`config.mk`:
```
export PLATFORM = sky130hd
export DESIGN_NAME = tic_ctrl_reg
export DESIGN_NICKNAME = d
export VERILOG_FILES = /design/src/rtl/tic_pkg.sv /design/src/rtl/tic_sync.sv /design/src/rtl/tic_flag.sv /design/src/rtl/tic_ext_chan.sv /design/src/rtl/tic_ctrl_reg.sv
export SDC_FILE = /design/constraint.sdc
export NUM_CORES = 1
export LEC_CHECK = 0
export BUFFER_PORTS_ARGS = -buffer_cell sky130_fd_sc_hd__clkbuf_2
export CAP_MARGIN = 15
export CORE_MARGIN = 5
export CORE_UTILIZATION = 48
export CTS_BUF_LIST = sky130_fd_sc_hd__clkbuf_2
export CTS_CLUSTER_DIAMETER = 150
export DETAILED_ROUTE_END_ITERATION = 6
export PLACE_DENSITY = 0.85
export SLEW_MARGIN = 20
export SYNTH_ARGS = -nofsm -noshare
export SYNTH_HDL_FRONTEND = slang
export SYNTH_HIERARCHICAL = 1
export SYNTH_SLANG_ARGS = --single-unit
```
`constraint.sdc`:
```
create_clock -name clk -period 2.6 [get_ports clk]
set_input_delay 0.52 -clock clk [delete_from_list [all_inputs] [get_ports clk]]
set_output_delay 0.52 -clock clk [all_outputs]
set_load 0.01 [all_outputs]
```
`src/rtl/tic_pkg.sv`:
```
package tic_pkg;
   localparam int unsigned REG_W      = 8;
   localparam int unsigned IDX_W      = $clog2(REG_W);
   localparam int unsigned BIT_X0_TYP = 0;
   localparam int unsigned BIT_X0_FLG = 1;
   localparam int unsigned BIT_X1_TYP = 2;
   localparam int unsigned BIT_X1_FLG = 3;
   localparam int unsigned BIT_T0_RUN = 4;
   localparam int unsigned BIT_T0_FLG = 5;
   localparam int unsigned BIT_T1_RUN = 6;
   localparam int unsigned BIT_T1_FLG = 7;
endpackage

```
`src/rtl/tic_sync.sv`:
```
module tic_sync #(
   parameter int unsigned STAGES  = 2,
   parameter bit          RST_VAL = 1'b1
) (
   input  logic clk,
   input  logic rst_n,
   input  logic d_i,
   output logic q_o
);
   generate
      if (STAGES < 2) begin : g_bad_stages
         $error("tic_sync: STAGES must be at least 2");
      end
   endgenerate

   logic [STAGES-1:0] chain_q;

   always_ff @(posedge clk) begin
      if (!rst_n) chain_q <= {STAGES{RST_VAL}};
      else        chain_q <= {chain_q[STAGES-2:0], d_i};
   end

   assign q_o = chain_q[STAGES-1];
endmodule

```
`src/rtl/tic_flag.sv`:
```
module tic_flag (
   input  logic clk,
   input  logic rst_n,
   input  logic en_i,
   input  logic set_i,
   input  logic ack_i,
   input  logic wr_i,
   input  logic wr_val_i,
   output logic flag_o
);
   logic flag_q;

   always_ff @(posedge clk) begin
      if (!rst_n)      flag_q <= 1'b0;
      else if (!en_i)  flag_q <= 1'b0;
      else if (set_i)  flag_q <= 1'b1;
      else if (wr_i)   flag_q <= wr_val_i;
      else if (ack_i)  flag_q <= 1'b0;
   end

   assign flag_o = flag_q;


   hw_set_wins_chk: assert property (@(posedge clk) disable iff (!rst_n)
      (en_i && set_i) |=> flag_o);


   ack_clears_chk: assert property (@(posedge clk) disable iff (!rst_n)
      (en_i && !set_i && !wr_i && ack_i) |=> !flag_o);


   disabled_clear_chk: assert property (@(posedge clk) disable iff (!rst_n)
      !en_i |=> !flag_o);
endmodule

```
`src/rtl/tic_ext_chan.sv`:
```
module tic_ext_chan #(
   parameter int unsigned SYNC_STAGES = 2
) (
   input  logic clk,
   input  logic rst_n,
   input  logic pin_n_i,
   input  logic edge_mode_i,
   input  logic ack_i,
   input  logic wr_i,
   input  logic wr_val_i,
   output logic pend_o
);
   logic pin_s;
   logic pin_prev_q;
   logic fall;
   logic lat;

   tic_sync #(.STAGES(SYNC_STAGES), .RST_VAL(1'b1)) u_sync (
      .clk   (clk),
      .rst_n (rst_n),
      .d_i   (pin_n_i),
      .q_o   (pin_s)
   );

   always_ff @(posedge clk) begin
      if (!rst_n) pin_prev_q <= 1'b1;
      else        pin_prev_q <= pin_s;
   end

   assign fall = pin_prev_q & ~pin_s;

   tic_flag u_flag (
      .clk      (clk),
      .rst_n    (rst_n),
      .en_i     (edge_mode_i),
      .set_i    (fall),
      .ack_i    (ack_i),
      .wr_i     (wr_i),
      .wr_val_i (wr_val_i),
      .flag_o   (lat)
   );

   assign pend_o = edge_mode_i ? lat : ~pin_s;


   edge_latch_chk: assert property (@(posedge clk) disable iff (!rst_n)
      (edge_mode_i && $fell(pin_s) && $past(rst_n)) |=> lat);
endmodule

```
`src/rtl/tic_ctrl_reg.sv`:
```
module tic_ctrl_reg
   import tic_pkg::*;
#(
   parameter int unsigned SYNC_STAGES = 2
) (
   input  logic             clk,
   input  logic             rst_n,
   input  logic             wr_byte_en,
   input  logic [REG_W-1:0] wr_byte_data,
   input  logic             wr_bit_en,
   input  logic [IDX_W-1:0] wr_bit_idx,
   input  logic             wr_bit_val,
   output logic [REG_W-1:0] rd_data,
   input  logic             t0_ovf,
   input  logic             t1_ovf,
   input  logic             xpin0_n,
   input  logic             xpin1_n,
   input  logic             ack_t0,
   input  logic             ack_t1,
   input  logic             ack_x0,
   input  logic             ack_x1,
   output logic             run0,
   output logic             run1,
   output logic             pend_t0,
   output logic             pend_t1,
   output logic             pend_x0,
   output logic             pend_x1
);
   localparam int unsigned N_CH = 2;

   generate
      if (REG_W != 4 * N_CH) begin : g_bad_layout
         $error("tic_ctrl_reg: layout needs four bits per channel pair");
      end
   endgenerate

   logic [REG_W-1:0] wr_en;
   logic [REG_W-1:0] wr_val;

   always_comb begin
      for (int i = 0; i < REG_W; i++) begin
         wr_en[i]  = wr_byte_en | (wr_bit_en & (wr_bit_idx == IDX_W'(i)));
         wr_val[i] = wr_byte_en ? wr_byte_data[i] : wr_bit_val;
      end
   end

   logic [N_CH-1:0] run_q, typ_q;
   logic [N_CH-1:0] tmr_set, tmr_ack, tmr_pend;
   logic [N_CH-1:0] ext_pin, ext_ack, ext_pend;
   logic [N_CH-1:0] run_we, run_wv, typ_we, typ_wv;
   logic [N_CH-1:0] tf_we, tf_wv, xf_we, xf_wv;

   assign tmr_set = {t1_ovf, t0_ovf};
   assign tmr_ack = {ack_t1, ack_t0};
   assign ext_pin = {xpin1_n, xpin0_n};
   assign ext_ack = {ack_x1, ack_x0};

   assign run_we = {wr_en[BIT_T1_RUN],  wr_en[BIT_T0_RUN]};
   assign run_wv = {wr_val[BIT_T1_RUN], wr_val[BIT_T0_RUN]};
   assign typ_we = {wr_en[BIT_X1_TYP],  wr_en[BIT_X0_TYP]};
   assign typ_wv = {wr_val[BIT_X1_TYP], wr_val[BIT_X0_TYP]};
   assign tf_we  = {wr_en[BIT_T1_FLG],  wr_en[BIT_T0_FLG]};
   assign tf_wv  = {wr_val[BIT_T1_FLG], wr_val[BIT_T0_FLG]};
   assign xf_we  = {wr_en[BIT_X1_FLG],  wr_en[BIT_X0_FLG]};
   assign xf_wv  = {wr_val[BIT_X1_FLG], wr_val[BIT_X0_FLG]};

   genvar c;
   generate
      for (c = 0; c < N_CH; c++) begin : g_ch
         always_ff @(posedge clk) begin
            if (!rst_n) begin
               run_q[c] <= 1'b0;
               typ_q[c] <= 1'b0;
            end else begin
               if (run_we[c]) run_q[c] <= run_wv[c];
               if (typ_we[c]) typ_q[c] <= typ_wv[c];
            end
         end

         tic_flag u_tflag (
            .clk      (clk),
            .rst_n    (rst_n),
            .en_i     (1'b1),
            .set_i    (tmr_set[c]),
            .ack_i    (tmr_ack[c]),
            .wr_i     (tf_we[c]),
            .wr_val_i (tf_wv[c]),
            .flag_o   (tmr_pend[c])
         );

         tic_ext_chan #(.SYNC_STAGES(SYNC_STAGES)) u_ext (
            .clk         (clk),
            .rst_n       (rst_n),
            .pin_n_i     (ext_pin[c]),
            .edge_mode_i (typ_q[c]),
            .ack_i       (ext_ack[c]),
            .wr_i        (xf_we[c]),
            .wr_val_i    (xf_wv[c]),
            .pend_o      (ext_pend[c])
         );
      end
   endgenerate

   always_comb begin
      rd_data             = '0;
      rd_data[BIT_T1_FLG] = tmr_pend[1];
      rd_data[BIT_T1_RUN] = run_q[1];
      rd_data[BIT_T0_FLG] = tmr_pend[0];
      rd_data[BIT_T0_RUN] = run_q[0];
      rd_data[BIT_X1_FLG] = ext_pend[1];
      rd_data[BIT_X1_TYP] = typ_q[1];
      rd_data[BIT_X0_FLG] = ext_pend[0];
      rd_data[BIT_X0_TYP] = typ_q[0];
   end

   assign run0    = run_q[0];
   assign run1    = run_q[1];
   assign pend_t0 = tmr_pend[0];
   assign pend_t1 = tmr_pend[1];
   assign pend_x0 = ext_pend[0];
   assign pend_x1 = ext_pend[1];


   run_hold_chk: assert property (@(posedge clk) disable iff (!rst_n)
      (!wr_byte_en && !wr_bit_en && $past(rst_n)) |=> $stable({run1, run0}));


   byte_load_chk: assert property (@(posedge clk) disable iff (!rst_n)
      (wr_byte_en && !t0_ovf && !t1_ovf) |=>
         (rd_data[BIT_T1_RUN] == $past(wr_byte_data[BIT_T1_RUN]) &&
          rd_data[BIT_T0_FLG] == $past(wr_byte_data[BIT_T0_FLG])));
endmodule

```
## Word-level counts from Yosys, hierarchy flattened

Cells that the tools add are included.

- Register bits: 14
- Output and inout port bits: 14
- Word-level logic and storage cells: 68

- Equal/unequal tests: 7
- Muxes and demuxes: 22
- Bitwise gates (word level): 20
- Reduce and logical (&&, ||, !) cells: 7

Operator list:

| kind | number |
|---|---|
| $mux 1 | 22 |
| $eq 3x3->1 const B | 4 |
| $reduce_bool 3->1 | 4 |
| $and 1x1->1 | 10 |
| $or 1x1->1 | 8 |
| $eq 3x2->1 const B | 2 |
| $reduce_and 2->1 | 2 |
| $eq 3x1->1 const B | 1 |
| $logic_not 3->1 | 1 |
| $not 1->1 | 2 |

## Depth between registers and ports, before layout

Gate-level depths: netlist (run 1).

- Depth in word-level cells: 5
- Gate-level depth with buffers: 5
- Depth with buffers taken out: 5

## By module

Netlist (run 1), hierarchy kept.

By module, submodules not included:

| module | times used | cells an instance | area each (µm²) |
|---|---|---|---|
| tic_ctrl_reg | 1 | 46 | 346.6 |
| tic_flag | 4 | 5 | 42.5 |
| tic_sync | 2 | 4 | 52.6 |
| tic_ext_chan | 2 | 5 | 41.3 |

## Least setup slack after synthesis (run 1)

Ideal clock, no wire load.

- Kind: in2reg
- Start: input wr_byte_en
- End: register g_ch[1].u_tflag.flag_q
- Library setup time: 0.070 ns
- Arrival: 1.336 ns
- Required time: 2.530 ns
- Slack: 1.195 ns
- Cell stages on the path: 4
- Buffers on the path: 1
- Cell sequence: buf_2 -> a41o_2 -> or3b_1 -> a21oi_1

- Longest elaborated chain between the ends: 3

Ends and longest elaborated chain:

| item | line | text |
|---|---|---|
| from (decl) | tic_ctrl_reg.sv:8 | `input logic wr_byte_en,` |
| $or 1x1->1 (*) | tic_ctrl_reg.sv:42 | `wr_en[i] = wr_byte_en \| (wr_bit_en & (wr_bit_idx == IDX_W'(i)));` |
| via tf_we[1] | tic_ctrl_reg.sv:51 | `logic [N_CH-1:0] tf_we, tf_wv, xf_we, xf_wv;` |
| $mux 1 | tic_flag.sv:17 | `else if (wr_i) flag_q <= wr_val_i;` |
| $mux 1 | tic_flag.sv:16 | `else if (set_i) flag_q <= 1'b1;` |
| to (signal assigned) | tic_flag.sv:17 |  |
| to (decl) | tic_flag.sv:11 | `logic flag_q;` |

Mark *: on every way through the listed nets, which the timed path passes. The rest lies on a longest branch.
A chain may end at the register's enable or synchronous reset.

## Worst setup path in the final report (run 1)

- Start: register typ_q[1], in the netlist rd_data[2]
- End: output pend_x1

- Longest elaborated chain between the ends: 1

Ends and longest elaborated chain:

| item | line | text |
|---|---|---|
| from (decl) | tic_ctrl_reg.sv:47 | `logic [N_CH-1:0] run_q, typ_q;` |
| from (signal, indexed assignment) | tic_ctrl_reg.sv:76 | `if (typ_we[c]) typ_q[c] <= typ_wv[c];` |
| $mux 1 | tic_ext_chan.sv:43 | `assign pend_o = edge_mode_i ? lat : ~pin_s;` |
| to (decl) | tic_ctrl_reg.sv:27 | `output logic pend_x1` |

Every way passes these cells.

==> impl_metrics.yaml, run 1 <==
timing:
  fin_crit_sh_pct: 60.7
  max_freq_mhz: 634
  hold_viol_final: 0
  skew_ps: 2.24
  period_needed_ps: 1580
  setup_viol: 0
  rsz0062_at_grt: "no"
  setup_tns_ps: 0
  whs_ps: 428
  maxSlewViolCount: 0
drt:
  wire_per_inst_um: 12.1
  drt_first_iter_violations: 7
  wl_um: 1630
  vias: 664
  drc: 0
  ant_nets: 0
  routed_via_density: 4.96
  first_pass_iters: 4
job:
  drv_cap: 0
yosys:
  yosysWarningCount: 6
  avgSynthCellArea_um2: 8.39
  synth_top_area_share_pct: 39.8
  yosysUniqueCellTypes: 21
  synth_top_cell_by_area: "dfxtp_1"
  ys_ff_latch: 14
  netlist_area_um2: 704
  syn_inst: 84
  seq_area_frac_synth_pct: 39.8
  yosys-top-cells-area: "dfxtp_1, nand2_1, a21oi_1"
final_layout:
  nets: 144
  multiInputGateArea_um2: 374
  regArea_um2: 280
  insertedDiodeCount: 0
  fillCellCount: 125
  final_util_pct: 65.2
  area_growth_syn_to_layout_pct: 25.0
  drive_above_1_share_pct: 37.0
clock_network:
  post_cts.repair.setup_buffers: 0
  cts_buffer_depth: 2
  clkLatencyLatePin_ps: 270
  clock_sinks: 14
  cts_root_buffer: "clkbuf_2"
  post_cts_resized: 0
  cts_tree: "built"
  path_clk_slew_ps: 130
  h-tree-depth: 1
  cts_made_buffers: 3
  postCtsHoldBufs: 0
grt:
  antenna_found_initial: 0
  grt_max_degree: 15
  grt_pass1_wl_um: 2710
  grt_util_all_layers_pct: 14.3
  grt_pass1_vias: 651
  overflow: 0
pwr:
  power_density_mw_per_mm2: 469
  ir_worst_vdd_v: 0.000337
  power.total_uw: 413
  p_leak_uw: 0.000429
worst_setup_path:
  end_kind: "output port"
  crit_path_max_fanout: 5
  crit_required_ps: 2080
  path_class: "register to output port"
  critPathLaunchType: "register"
  cp.arrival_ps: 1060
die:
  rows: 13
  die-width_um: 48.3
  pin_count: 38
  die_h_um: 48.3
  coreArea_mm2: 0.00135
  initial_core_util_pct: 52.2
  die-area_mm2: 0.00233
placement:
  portBuffers: 37
  place_hpwl_um: 1280
  place_congestion: 0.764
run_status:
  status: "complete, no violations"
min_path:
  hold_class: "input pin to register"
## metrics by stage
| stage | area, um2 | worst slack [ps] | cells |
|---|---|---|---|
| 2_1_floorplan | 708 | 1190 | 85 |
| 3_3_place_gp | 862 | 1040 | 130 |
| 3_5_place_dp | 862 | 981 | 130 |
| 4_1_cts | 881 | 993 | 134 |
| 5_1_grt | 881 | 900 | 134 |
| 6_report | 881 | 1020 | 134 |
## report_power, final
group          switching (uW)  internal (uW)  leakage (uW)
clock                    66.0           33.4     0.0000140
sequential               7.59            225      0.000116
combinational            41.7           38.6      0.000300
## flip-flops by register name (all words and copies together) (netlist names)
name                       cells
run1                           1
rd_data                        2
g_ch.u_ext/u_flag/flag_o       2
run0                           1
g_ch.u_tflag/flag_o            2
g_ch.u_ext/u_sync/chain_q      4
g_ch.u_ext/pin_prev_q          2
## metal layers
metal  wire [um]  share of wire, %  GRT usage (%)  up-vias
met5           0                 0              0        -
met4          23               1.4           9.68        0
met3         140               8.6           4.28        2
met2         706                43           21.5       24
met1         757                47           17.1      280
li1            -                 -              -      358
## worst paths after layout
kind                                           to                            start  slack (ps)  cells after the start
setup / recovery                          pend_x1                       rd_data[2]        1020                      3
hold / removal    g_ch[0].u_ext/u_sync/chain_q[0]                          xpin0_n         430                      2
setup reg to reg           g_ch[0].u_tflag/flag_o           g_ch[0].u_tflag/flag_o        1680                      2
hold reg to reg   g_ch[1].u_ext/u_sync/chain_q[1]  g_ch[1].u_ext/u_sync/chain_q[0]         430                      1
## area by class of cell
cell class	instances	area share, %
sequential	14	31.8
tap	15	2.13
timing repair buffer	37	21.0
multi-input combinational	63	42.5
clock buffer	3	1.70
inverter	1	0.426
clock inverter	1	0.426
## logic make-up after synthesis
logic type             synth area share [%]
and+or+nand+nor                        32.7
other                                 0.532
buffers and inverters                  7.64
AOI/OAI and AO/OA                      17.9
muxes                                  1.42
DFF                                    39.8
## Yosys cell counts
cell and n:
nand2_1 17, dfxtp_1 14, a21oi_1 9, buf_4 6, nand2b_1 6, nor2b_1 4, o21ai_0 4, or3b_1 4
a211oi_1 3, nor3_1 3, a31o_2 2, and4bb_1 2, o21ai_1 2, a41o_2 1, and4b_1 1, buf_2 1
conb_1 1, inv_1 1, mux2i_1 1, nor2_1 1, nor4b_2 1
## worst max-delay path, cell delays in order, from the launching register on
cell,delay [ps]
dfxtp_1,430
nand2_1,80
o21ai_1,110
clkbuf_2,160
## cells in the final DEF, fill, tap and decap left out
cell / n
a211oi_1: 3
a21oi_1: 9
a31o_2: 2
a41o_2: 1
and4b_1: 1
and4bb_1: 2
clkbuf_2: 40
clkinv_1: 1
conb_1: 2
dfxtp_1: 14
inv_1: 1
mux2i_1: 1
nand2_1: 17
nand2b_1: 6
nor2_1: 1
nor2b_1: 4
nor3_1: 3
nor4b_2: 1
o21ai_0: 4
o21ai_1: 2
or3b_1: 4
Note: power is estimated with default switching activity, not from simulation.
==> run 2: changes to the inputs <==
- ABC_AREA: unset -> 1
- CORE_UTILIZATION: 48 -> 46
- PLACE_DENSITY: 0.85 -> 0.8
- clock period: 2.6 -> 1.49 ns (I/O delays scaled with it)
==> impl_metrics.yaml, run 2 <==
final_layout:
  largest_reg_flops: 4
  mostFrequentLayoutCells: "clkbuf_2, nand2_1, inv_1"
  largest_register: "g_ch.u_ext/u_sync/chain_q"
  area_growth_syn_to_layout_pct: 20.5
  nets: 181
  drive_above_1_share_pct: 28.2
  layout_commonest_cell: "clkbuf_2"
  fillCellCount: 162
  insertedDiodeCount: 0
pwr:
  ir_worst_vdd_v: 0.000542
  power_density_mw_per_mm2: 792
  power.total_uw: 745
  p_leak_uw: 0.000596
worst_setup_path:
  ff2ff_path_depth: 4
  cp.arrival_ps: 1000
  crit_path_max_incr_delay_ps: 420
  end_kind: "output port"
  worstPathCellList: "nand2_1 -> o21ai_1 -> clkbuf_2"
  reg2reg_slack_ps: 760
  crit_path_max_fanout: 5
  crit_required_ps: 1190
  path_class: "register to output port"
  critical-path-slowest-cell: "dfxtp_1"
  critPathLaunchType: "register"
clock_network:
  cts_root_buffer: "clkbuf_2"
  h-tree-depth: 1
  cts_tree: "built"
  clock_sinks: 14
  postCtsHoldBufs: 0
  post_cts_resized: 0
  cts_made_buffers: 3
  cts_buffer_depth: 2
  path_clk_slew_ps: 140
  post_cts.repair.setup_buffers: 0
  clkLatencyLatePin_ps: 270
yosys:
  synth_edf_count: 0
  synth.area.mux_share_pct: 0
  avgSynthCellArea_um2: 6.40
  ys_top_cells_by_count: "nand2_1, inv_1, dfxtp_1"
  yosysWarningCount: 6
  synth_top_family_by_area: "simple AND/OR/NAND/NOR gates"
  yosysUniqueCellTypes: 15
  ys_ff_latch: 14
  synth_top_area_share_pct: 35.9
  synthAdderAreaFrac_pct: 0
  synthMostInstantiatedCell: "nand2_1"
  synth_top_cell_by_area: "dfxtp_1"
  syn_inst: 122
  async_flop_share_pct: 0
  netlist_area_um2: 781
  synth_compound_area_share_pct: 11.5
  seq_area_frac_synth_pct: 35.9
  synth_flop_cell: "dfxtp_1"
  yosys-top-cells-area: "dfxtp_1, nand2_1, inv_1"
  synth-xor-area-share_pct: 0
  synth-simple-area-share_pct: 31.3
timing:
  period_needed_ps: 1300
  setup_tns_ps: 0
  rsz0062_at_grt: "no"
  setup_viol: 0
  maxSlewViolCount: 0
  skew_ps: 3.72
  max_freq_mhz: 768
  hold_viol_final: 0
  fin_crit_sh_pct: 87.4
die:
  rows: 14
  die-width_um: 51.2
  initial_core_util_pct: 50.1
  die-area_mm2: 0.00262
  pin_count: 38
  coreArea_mm2: 0.00156
  die_h_um: 51.2
drt:
  ant_nets: 0
  drt_first_iter_violations: 9
  drc: 0
  wire_per_inst_um: 9.65
  first_pass_iters: 4
  wl_um: 1660
  vias: 785
  routed_via_density: 4.56
grt:
  antenna_found_initial: 0
  grt_pass1_vias: 675
  grt_util_all_layers_pct: 13.9
  overflow: 0
  grt_pass1_wl_um: 2790
  grt_max_degree: 15
min_path:
  hold_depth: 3
  hold_class: "input pin to register"
placement:
  place_hpwl_um: 1350
  portBuffers: 37
  place_congestion: 0.802
run_status:
  status: "complete, no violations"
job:
  drv_cap: 0
## run 2: through the flow
stage	hold slack [ps]	utilization (%)	cells	cell area [um2]	setup WS (ps)
after detailed placement	393	59.1	168	922	291
after floorplan	367	-	123	785	394
after global placement	383	59.1	168	922	341
after CTS	176	60.4	172	941	168
after global routing	148	60.4	172	941	49.9
final	192	60.4	172	941	188
## run 2: critical path, delay by kind of cell, from the launching register on
kind	cells	cell delay, ps
compound gates	1	90
simple gates	1	70
flops	1	420
buf+inv	1	160
## run 2: where the power goes
part	total (uW)	switching (uW)	leakage, uW	internal, uW
Clock	177	119	0.0000140	58.4
Sequential	407	12.9	0.000116	394
Combinational	160	91.1	0.000466	69.4
## run 2: worst paths after layout
check / to / startpoint
min reg2reg: g_ch[1].u_ext/u_sync/chain_q[1] / g_ch[1].u_ext/u_sync/chain_q[0]
max: pend_x1 / rd_data[2]
max reg2reg: rd_data[2] / rd_data[2]
min: g_ch[1].u_ext/u_sync/chain_q[0] / xpin1_n
## run 2: layout make-up
| class | count | area, um2 | area share (%) |
|---|---|---|---|
| Multi-Input combinational cell | 77 | 342 | 36.3 |
| Sequential cell | 14 | 280 | 29.8 |
| Clock inverter | 1 | 3.75 | 0.399 |
| Clock buffer | 3 | 15.0 | 1.60 |
| Tap cell | 16 | 20.0 | 2.13 |
| Inverter | 24 | 95.1 | 10.1 |
| Timing Repair Buffer | 37 | 185 | 19.7 |
## run 2: metal layers
layer  track usage [%]  up-vias  routed length (um)
met2              24.2       23                 831
met4              4.04        0                   0
met1              16.4      336                 705
li1                  -      426                   -
met3              4.07        0                 123
met5                 0        -                   0
## run 2: cells by family (layout without fill, tap and decap cells)
family / Yosys count / in the layout
AO/OA/AOI/OAI: 18 / 18
buffers and inverters: 32 / 65
flip-flops: 14 / 14
other: 1 / 2
AND/OR/NAND/NOR: 57 / 57
